File: src/rtl/can_txq_pkg.sv
package can_txq_pkg;

    localparam int unsigned MASK_W = 16;

    localparam logic [2:0] ADR_LO   = 3'd0;
    localparam logic [2:0] ADR_HI   = 3'd1;
    localparam logic [2:0] ADR_LEN  = 3'd2;
    localparam logic [2:0] ADR_IDW  = 3'd3;
    localparam logic [2:0] ADR_MASK = 3'd4;
    localparam logic [2:0] ADR_CTRL = 3'd5;

    typedef struct packed {
        logic [28:0] ident;
        logic        ext;
        logic [3:0]  dlc;
        logic        rtr;
        logic        single;
        logic [63:0] payload;
    } txq_frame_t;

endpackage

File: src/rtl/can_txq_store.sv
module can_txq_store
    import can_txq_pkg::*;
#(
    parameter int unsigned DEPTH = 8,
    parameter int unsigned PW    = 3
) (
    input  logic          clk,
    input  logic          we_i,
    input  logic [PW-1:0] widx_i,
    input  txq_frame_t    wframe_i,
    input  logic [PW-1:0] ridx_i,
    output txq_frame_t    rframe_o
);

    txq_frame_t slot_q [DEPTH];

    always_ff @(posedge clk) begin
        if (we_i) begin
            slot_q[widx_i] <= wframe_i;
        end
    end

    assign rframe_o = slot_q[ridx_i];

endmodule

File: src/rtl/can_txq_ctrl.sv
module can_txq_ctrl
    import can_txq_pkg::*;
#(
    parameter int unsigned DEPTH = 8,
    parameter int unsigned PW    = 3
) (
    input  logic              clk,
    input  logic              rst_n,
    input  logic              commit_i,
    input  logic              mask_wr_i,
    input  logic [MASK_W-1:0] mask_i,
    input  logic              quiet_i,
    input  logic              eng_done_i,
    input  logic              eng_aborted_i,
    output logic              push_o,
    output logic [PW-1:0]     head_o,
    output logic [PW-1:0]     tail_o,
    output logic              ovf_o,
    output logic              tx_req_o,
    output logic              evt_valid_o,
    output logic              evt_aborted_o,
    output logic [PW-1:0]     evt_slot_o
);

    typedef struct packed {
        logic [PW-1:0]     head;
        logic [PW-1:0]     tail;
        logic [MASK_W-1:0] mark;
        logic              ovf;
        logic              evt_valid;
        logic              evt_aborted;
        logic [PW-1:0]     evt_slot;
    } ctrl_t;

    ctrl_t st_d, st_q;

    logic              empty, full, tail_marked, drain, pop;
    logic [MASK_W-1:0] pend, tail_oh;

    function automatic logic [PW-1:0] step(input logic [PW-1:0] v);
        return (v == PW'(DEPTH - 1)) ? '0 : v + 1'b1;
    endfunction

    always_comb begin
        int hq;
        int tq;
        hq = int'(st_q.head);
        tq = int'(st_q.tail);
        for (int i = 0; i < int'(MASK_W); i++) begin
            if (i >= int'(DEPTH)) begin
                pend[i] = 1'b0;
            end else if (tq <= hq) begin
                pend[i] = (i >= tq) && (i < hq);
            end else begin
                pend[i] = (i >= tq) || (i < hq);
            end
        end
    end

    always_comb begin
        empty       = (st_q.head == st_q.tail);
        full        = (step(st_q.head) == st_q.tail);
        tail_oh     = MASK_W'(1) << st_q.tail;
        tail_marked = |(st_q.mark & tail_oh);
        drain       = !empty && tail_marked;
        tx_req_o    = !empty && !tail_marked && !quiet_i;
        pop         = drain || (tx_req_o && eng_done_i);
        push_o      = commit_i && !full;

        st_d             = st_q;
        st_d.head        = push_o ? step(st_q.head) : st_q.head;
        st_d.tail        = pop ? step(st_q.tail) : st_q.tail;
        st_d.ovf         = st_q.ovf || (commit_i && full);
        st_d.mark        = (st_q.mark | (mask_wr_i ? (mask_i & pend) : '0))
                           & ~(pop ? tail_oh : '0);
        st_d.evt_valid   = pop;
        st_d.evt_aborted = pop && (drain || eng_aborted_i);
        st_d.evt_slot    = pop ? st_q.tail : '0;
    end

    always_ff @(posedge clk) begin
        if (!rst_n) begin
            st_q <= '0;
        end else begin
            st_q <= st_d;
        end
    end

    assign head_o        = st_q.head;
    assign tail_o        = st_q.tail;
    assign ovf_o         = st_q.ovf;
    assign evt_valid_o   = st_q.evt_valid;
    assign evt_aborted_o = st_q.evt_aborted;
    assign evt_slot_o    = st_q.evt_slot;


    full_hold_chk: assert property (@(posedge clk) disable iff (!rst_n)
        (commit_i && full) |=> (st_q.head == $past(st_q.head)) && st_q.ovf);


    tail_event_chk: assert property (@(posedge clk) disable iff (!rst_n)
        (st_q.tail != $past(st_q.tail)) |-> st_q.evt_valid);


    mark_pending_chk: assert property (@(posedge clk) disable iff (!rst_n)
        (st_q.mark & ~pend) == '0);


    drain_event_chk: assert property (@(posedge clk) disable iff (!rst_n)
        (!empty && tail_marked) |=> (st_q.evt_valid && st_q.evt_aborted));


    quiet_chk: assert property (@(posedge clk) disable iff (!rst_n)
        quiet_i |-> !tx_req_o);

endmodule

File: src/rtl/can_txq.sv
module can_txq
    import can_txq_pkg::*;
#(
    parameter int unsigned DEPTH = 8
) (
    input  logic        clk,
    input  logic        rst_n,
    input  logic        wr_en_i,
    input  logic [2:0]  wr_addr_i,
    input  logic [31:0] wr_data_i,
    output logic [31:0] status_o,
    output logic        tx_req_o,
    output logic [28:0] tx_id_o,
    output logic        tx_ext_o,
    output logic [3:0]  tx_dlc_o,
    output logic        tx_rtr_o,
    output logic        tx_single_o,
    output logic [63:0] tx_data_o,
    input  logic        eng_done_i,
    input  logic        eng_aborted_i,
    output logic        evt_valid_o,
    output logic        evt_aborted_o,
    output logic [3:0]  evt_slot_o
);

    localparam int unsigned PW = (DEPTH > 2) ? $clog2(DEPTH) : 1;

    typedef struct packed {
        logic [31:0] lo;
        logic [31:0] hi;
        logic [3:0]  dlc;
        logic        rtr;
        logic        single;
        logic        quiet;
    } stage_t;

    stage_t     sg_d, sg_q;
    txq_frame_t new_frame, tail_frame;
    logic       commit, mask_wr, push, ovf;
    logic [PW-1:0] head, tail, evt_slot;

    always_comb begin
        sg_d    = sg_q;
        commit  = 1'b0;
        mask_wr = 1'b0;
        if (wr_en_i) begin
            unique case (wr_addr_i)
                ADR_LO:   sg_d.lo = wr_data_i;
                ADR_HI:   sg_d.hi = wr_data_i;
                ADR_LEN: begin
                    sg_d.dlc    = wr_data_i[3:0];
                    sg_d.rtr    = wr_data_i[4];
                    sg_d.single = wr_data_i[24];
                end
                ADR_IDW:  commit  = 1'b1;
                ADR_MASK: mask_wr = 1'b1;
                ADR_CTRL: sg_d.quiet = wr_data_i[0];
                default:  ;
            endcase
        end
        new_frame.ident   = wr_data_i[28:0];
        new_frame.ext     = wr_data_i[29];
        new_frame.dlc     = sg_q.dlc;
        new_frame.rtr     = sg_q.rtr;
        new_frame.single  = sg_q.single;
        new_frame.payload = {sg_q.hi, sg_q.lo};
    end

    always_ff @(posedge clk) begin
        if (!rst_n) begin
            sg_q <= '0;
        end else begin
            sg_q <= sg_d;
        end
    end

    can_txq_ctrl #(.DEPTH(DEPTH), .PW(PW)) ctrl_i (
        .clk           (clk),
        .rst_n         (rst_n),
        .commit_i      (commit),
        .mask_wr_i     (mask_wr),
        .mask_i        (wr_data_i[MASK_W-1:0]),
        .quiet_i       (sg_q.quiet),
        .eng_done_i    (eng_done_i),
        .eng_aborted_i (eng_aborted_i),
        .push_o        (push),
        .head_o        (head),
        .tail_o        (tail),
        .ovf_o         (ovf),
        .tx_req_o      (tx_req_o),
        .evt_valid_o   (evt_valid_o),
        .evt_aborted_o (evt_aborted_o),
        .evt_slot_o    (evt_slot)
    );

    can_txq_store #(.DEPTH(DEPTH), .PW(PW)) store_i (
        .clk      (clk),
        .we_i     (push),
        .widx_i   (head),
        .wframe_i (new_frame),
        .ridx_i   (tail),
        .rframe_o (tail_frame)
    );

    assign status_o    = {15'd0, ovf, 8'(tail), 8'(head)};
    assign tx_id_o     = tail_frame.ident;
    assign tx_ext_o    = tail_frame.ext;
    assign tx_dlc_o    = tail_frame.dlc;
    assign tx_rtr_o    = tail_frame.rtr;
    assign tx_single_o = tail_frame.single;
    assign tx_data_o   = tail_frame.payload;
    assign evt_slot_o  = 4'(evt_slot);


    stage_only_chk: assert property (@(posedge clk) disable iff (!rst_n)
        (wr_en_i && wr_addr_i != ADR_IDW) |=> (head == $past(head)));

endmodule

File: config.mk
export PLATFORM = sky130hd
export DESIGN_NAME = can_txq
export DESIGN_NICKNAME = d
export VERILOG_FILES = /design/src/rtl/can_txq_pkg.sv /design/src/rtl/can_txq_store.sv /design/src/rtl/can_txq_ctrl.sv /design/src/rtl/can_txq.sv
export SDC_FILE = /design/constraint.sdc
export NUM_CORES = 1
export LEC_CHECK = 0
export BUFFER_PORTS_ARGS = -buffer_cell sky130_fd_sc_hd__buf_2
export CORE_MARGIN = 1
export CORE_UTILIZATION = 38
export CTS_CLUSTER_SIZE = 30
export DETAILED_ROUTE_END_ITERATION = 12
export GPL_TIMING_DRIVEN = 0
export PLACE_DENSITY = 0.57
export SETUP_SLACK_MARGIN = 0.5
export SYNTH_ARGS = -nofsm -noshare
export SYNTH_HDL_FRONTEND = slang
export SYNTH_SLANG_ARGS = --single-unit
File: constraint.sdc
create_clock -name clk -period 26.8 [get_ports clk]
set_clock_uncertainty 0.1 [all_clocks]
set_input_delay 0 -clock clk [delete_from_list [all_inputs] [get_ports clk]]
set_output_delay 0 -clock clk [all_outputs]
set_load 0.05 [all_outputs]
# Word-level counts from Yosys, hierarchy flattened
# Memories as Yosys holds them, arrays and structs flattened. A register that Yosys moved wholly into a read port is not among the register bits.
# Cells that the tools add are included.
# word_totals
output_inout_bits,139
ram_bits,800
ff_bits,99
n_memories,1
in_bits,40
word_cells,101
# op_classes
shifts,1
n_addsub,2
n_reduce_logical,35
order_cmp,15
n_eq_ne,9
mux,20
bitwise,5
# mem_list
memory,words,width,rd,rd_ports_with_merged_regs,wr,line,text
store_i.slot_q,8,100,1,1,1,can_txq_store.sv:15,txq_frame_t slot_q [DEPTH];
# op_table
op,count
16-bit AND,2
16-bit 2-to-1 mux,2
16-bit by 8-bit AND with 16-bit output,1
16-bit NOT,1
16-bit OR,1
16-bit OR reduction,1
"1-bit by 3-bit left shift with 16-bit output, first input constant",1
1-bit logical AND,14
1-bit 2-to-1 mux,14
"3-bit == test, second input constant",4
3-bit 2-to-1 mux,4
1-bit logical OR,10
2-bit AND reduction,5
"3-bit greater-or-equal comparator, first input constant",3
"3-bit < comparator, first input constant",3
"3-bit by 1-bit adder with 3-bit output, second input constant",2
"3-bit by 2-bit == test with 1-bit output, second input constant",2
3-bit == test,2
"1-bit by 3-bit greater-or-equal comparator with 1-bit output, first input constant",2
"2-bit by 3-bit greater-or-equal comparator with 1-bit output, first input constant",2
"1-bit by 3-bit < comparator with 1-bit output, first input constant",2
"2-bit by 3-bit < comparator with 1-bit output, first input constant",2
1-bit logical NOT,4
"3-bit by 1-bit == test with 1-bit output, second input constant",1
other kinds (2),2

# Longest topological paths before layout
# logic_depth
ltp_word,11
depth_mapped,9
ltp_nobuf,7

# Cells and area by module
# From an unflattened synthesis, not the netlist that was laid out.
# hier_totals
cells_unflattened,1601
area_unflattened_um2,34349.2
# by_module_without_submodules
mod,area_per_inst_um2,cells_per_inst,seq_area_each_um2,instances
can_txq_store,30173.9,1168,24023.0,1
can_txq,2927.8,299,1421.4,1
can_txq_ctrl,1247.4,134,400.4,1

# Worst setup path before layout
# No wires, ideal clock.
# synth_path
path_type,register to register
startpoint,register ctrl_i.st_q (netlist bit ctrl_i.head_o[0])
endpoint,memory store_i.slot_q[2][0] in the netlist's numbering (enable)
t_required_ns,26.019
t_arrival_ns,8.419
setup_time_ns,0.681
stages_incl_launch_ff,8
period_less_slack_ns,9.200
n_path_buf,0
slack_ns,17.600
cell_sequence,dfxtp_1 > ha_1 > ha_1 > xor2_1 > nor2_1 > a21oi_1 > nand2b_1 > nor3_1
# synth_via
elab_chain_len,7
word_cells_on_any_way,8
cone_classes,1 x add/sub; 2 x eq/ne; 3 x mux; 2 x reduce/logical
# synth_rtl
element,line,text
start: declaration,can_txq_ctrl.sv:35,"ctrl_t st_d, st_q;"
start signal: assignment,can_txq_ctrl.sv:85,st_q <= st_d;
3-bit by 1-bit adder with 3-bit output or 3-bit == test (tied branches),can_txq_ctrl.sv:41,return (v == PW'(DEPTH - 1)) ? '0 : v + 1'b1;
3-bit 2-to-1 mux,can_txq_ctrl.sv:41,
3-bit == test,can_txq_ctrl.sv:62,full = (step(st_q.head) == st_q.tail);
1-bit logical NOT,can_txq_ctrl.sv:68,push_o = commit_i && !full;
1-bit logical AND,can_txq_ctrl.sv:68,
1-bit 2-to-1 mux,can_txq_store.sv:18,if (we_i) begin
1-bit 2-to-1 mux (implied by the code),can_txq_store.sv:19,slot_q[widx_i] <= wframe_i;
end: declaration,can_txq_store.sv:15,
# Parallel ways exist; a longest one is shown, timed or not.

# Worst setup path after layout
# layout_path
startpoint,register ctrl_i.st_q (netlist bit ctrl_i.head_o[0])
endpoint,memory store_i.slot_q[4][26] in the netlist's numbering (enable)
# Same word-level chain as after synthesis.

==> summary.md <==
| Metric | Value |
|---|---|
| Portion of the post-synthesis area used by sequential elements | `0.763` |
| Stages on worst setup path | `12` |
| Clock latency at the later pin of the worst-skew pair | `~630 ps` |
| # IOs | `179` |
| Pwr dens | `92.6 mW/mm^2` |
| Buffers plus inverters on the worst setup path | `5` |
| Max stage delay cell, worst path | `nor3_2` |
| Worst setup path category | `flip-flop to flip-flop` |
| Adder-cell area share of the yosys netlist | `0.00612` |
| Multiplexer share of the synthesized area | `0.169` |
| Compound-cell area share of the yosys netlist | `0.0170` |
| Instance count along the most critical hold path | `4` |
| CORE AREA | `0.0884 mm^2` |
| Syn avg cell area | `20.6 um^2` |
| Number of enable-type register cells in the synthesized netlist | `800` |
| TritonCTS sink count | `approximately 890` |
| Area growth from synthesis to final layout | `20.1%` |
| Final hold viol count | `0` |
| HP Class | `primary input to flip-flop` |
| Global-route wire length before repair | `119 mm` |
| Yosys Warn Count | `0` |
| Maximum operating frequency | `240 MHz` |
| Cell Area, Synth | `0.0339 mm^2` |
| DRC | `0` |
| Pin slew with the least headroom to its limit | `approximately 1100 ps` |
| Met2 track utilization from global routing | `0.302` |
| Dominant synthesized flop cell | `edfxtp_1` |
| Total negative slack for setup checks | `0 ps` |
| Detail Route Antenna Nets | `0` |
| Detailed-placement wirelength estimate | `about 54 mm` |
| Peak per-stage delay on the critical path | `680 ps` |
| Unrepaired setup endpoints after global routing | `false` |
| VDD IR max | `0.0563 mV` |
| Post-cts gate resize count | `0` |
| Die height | `301 um` |
| Worst rel slew slack | `0.234` |
| Cell leakage power | `13.7 nW` |
| R2r setup slk | `22630 ps` |
| Die area | `0.0905 mm^2` |
| Fraction of the mapped netlist area in simple logic gates | `0.0239` |
| Vias | `16900` |
| Combined global-route utilization of all metal layers | `0.182` |
| Via count of the first global-routing pass | `17600` |
| # nets final | `2086` |
| Number of register bits inferred by synthesis | `894` |
| Tcrit/Tclk final | `0.156` |
| Crit path arrival time | `4400 ps` |
| Remaining global-route overflow | `0` |
| Clock Root Buffer | `clkbuf_16` |
| Parity-gate share of the synthesized area counting xor and xnor cells | `0.000516` |
| Time the worst path needs with I/O delays and setup | `4170 ps` |
| Initial DRT Pass Iterations | `5` |
| Main combinational cell family by area after synthesis | `multiplexers` |
| Kind of capture point of the worst setup path | `flip-flop` |
| Final setup vio count | `0` |
| Clock edge transition at the registers on the reported setup and hold paths | `60 ps` |
| Initial DRC count | `~1700` |
| Maximum fanout along the worst path | `10` |
| Final routed wirelength across all metal layers | `just over 80 mm` |
| Cell count after synthesis | `between 1500 and 2000` |
| Depth of the worst register-to-register path | `12` |
| Die width | `~300 um` |
| Average wire per standard cell | `25.0 um` |
| Most used routing layer | `met2` |
| Synth area leader | `edfxtp_1` |
| Maximum number of pins on one net before global-route repair | `48` |
| Number of buffers created by CTS | `89` |
| Final Hold Slack | `around 130 ps` |
| Dominant delay contributor by cell family on the critical path | `simple AND/OR/NAND/NOR gates` |
| Via-to-Cell Ratio | `5.16` |
| CTS tree | `built` |
| Clk buf depth | `3` |
| Initial antenna violation count | `5` |
| Share of cells above drive strength 1 | `0.347` |
| Cell with the most instances after synthesis | `edfxtp_1` |
| Met1 track demand over resource | `0.249` |
| Data required time of the worst path | `roughly 27000 ps` |
| Final estimated routing congestion in global placement | `just under 0.8` |
| Count of H-tree levels built during CTS | `3` |
| Synth cell count leaders | `800 x edfxtp_1, 200 x mux4_2, 138 x nand2_1` |
| Synth top area cells | `edfxtp_1 71%, mux4_2 13%, dfxtp_1 5.5%, mux2_2 3.3%, nand2_1 1.5%` |
| Post-synth top area share | `0.708` |
| Initial core utilization | `0.384` |
| Run status | `finished clean` |
| Post-synth ARST share | `0` |
| Cell breakdown of the critical path | `ha_1, ha_1, xor2_1, nor2_1, a21oi_1, nand2b_1, nor3_2, buf_6, buf_4, buf_8, buf_8, buf_6` |
| Num rows | `109` |
| Met3 Track Usage GR | `0.0327` |
| Number of pins with negative max-slew slack in the final report | `0` |
| Max-cap violation count | `0` |
| Setup crit start kind | `flip-flop` |
| Library cells used by synthesis | `43` |
| Port-buffer cells | `roughly 150` |
cell type report:
type | count | area [um^2]
Antenna cell | 1 | 2.50
Buffer | 118 | 628
Clock buffer | 125 | 2570
Clock inverter | 41 | 483
Fill cell | 7486 | 47600
Inverter | 8 | 30.0
Multi-Input combinational cell | 653 | 7500
Sequential cell | 894 | 25900
Tap cell | 1165 | 1460
Timing Repair Buffer | 271 | 2180
routing by layer:
| layer | up-vias | routed length (um) |
|---|---|---|
| met5 | - | 8 |
| met3 | 110 | 4680 |
| met1 | 8918 | 35700 |
| met2 | 492 | 40100 |
| li1 | 7392 | - |
| met4 | 2 | 1550 |
power by group:
part	leakage [nW]	total [mW]	switching, mW	internal [mW]
combinational	3.73	0.960	0.634	0.326
sequential	8.49	1.53	0.0122	1.52
clock	1.49	1.28	0.510	0.773
per-stage QoR:
stage | utilization | worst slack (ps) | instances | total power [mW] | cell area [um^2]
global route | 0.461 | 22400 | 3275 | 3.90 | 40800
finish | 0.461 | 22630 | 3276 | 3.78 | 40800
global placement | 0.410 | 9030 | 2989 | 2.53 | 36200
floorplan | - | 17600 | 1673 | 2.27 | 34000
detailed placement | 0.422 | 22640 | 3065 | 2.53 | 37300
CTS | 0.461 | 22640 | 3275 | 3.82 | 40800
cell families after synthesis:
kind of cell	Yosys count
flip-flops	894
multiplexers	312
AND/OR/NAND/NOR	195
buffers and inverters	126
AO/OA/AOI/OAI	100
adder cells (fa/ha/maj)	18
XOR/XNOR	2
other	1
state kept, by name, summed over array words and instances (netlist names), named ones only:
register,cells
sg_q,1
ctrl_i.evt_slot_o,3
ctrl_i.ovf_o,1
ctrl_i.evt_valid_o,1
ctrl_i.head_o,3
store_i.slot_q,800
ctrl_i.tail_o,3
ctrl_i.evt_aborted_o,1
new_frame,70
ctrl_i.st_q,8
tightest hold or removal path: cells and delay by family:
| family | cells | cell delay [ps] |
|---|---|---|
| AO/OA/AOI/OAI | 1 | 50 |
| buffers and inverters | 2 | 690 |
| AND/OR/NAND/NOR | 1 | 60 |
layout by cell type, fill, tap and decap left out, types with 16 or more instances in the layout:
cell type | netlist | layout
a21oi_1 | 71 | 71
buf_2 | 20 | 171
buf_4 | 36 | 41
buf_6 | 2 | 50
clkbuf_1 | 52 | 72
clkbuf_16 | 0 | 93
clkinv_1 | 3 | 16
conb_1 | 1 | 26
dfxtp_1 | 94 | 94
dlygate4sd3_1 | 0 | 44
edfxtp_1 | 800 | 800
mux2_2 | 100 | 100
mux4_2 | 200 | 200
nand2_1 | 138 | 138
nor2_1 | 27 | 25
timing repair:
item | in CTS | in global routing
endpoints found under the hold margin | 332 | 0
setup buffers | 0 | 0
hold buffers | 44 | 0
final timing paths:
check | from | end
min | wr_data_i[31] | new_frame[63]$_SDFFE_PN0P_
min reg2reg | sg_q[0]$_SDFFE_PN0P_ | sg_q[0]$_SDFFE_PN0P_
max | ctrl_i.head_o[0]$_SDFFE_PN0P_ | store_i.slot_q[4][26]$_DFFE_PP_
max reg2reg | ctrl_i.head_o[0]$_SDFFE_PN0P_ | store_i.slot_q[4][26]$_DFFE_PP_
No activity file was read; power rests on OpenSTA's default activity.
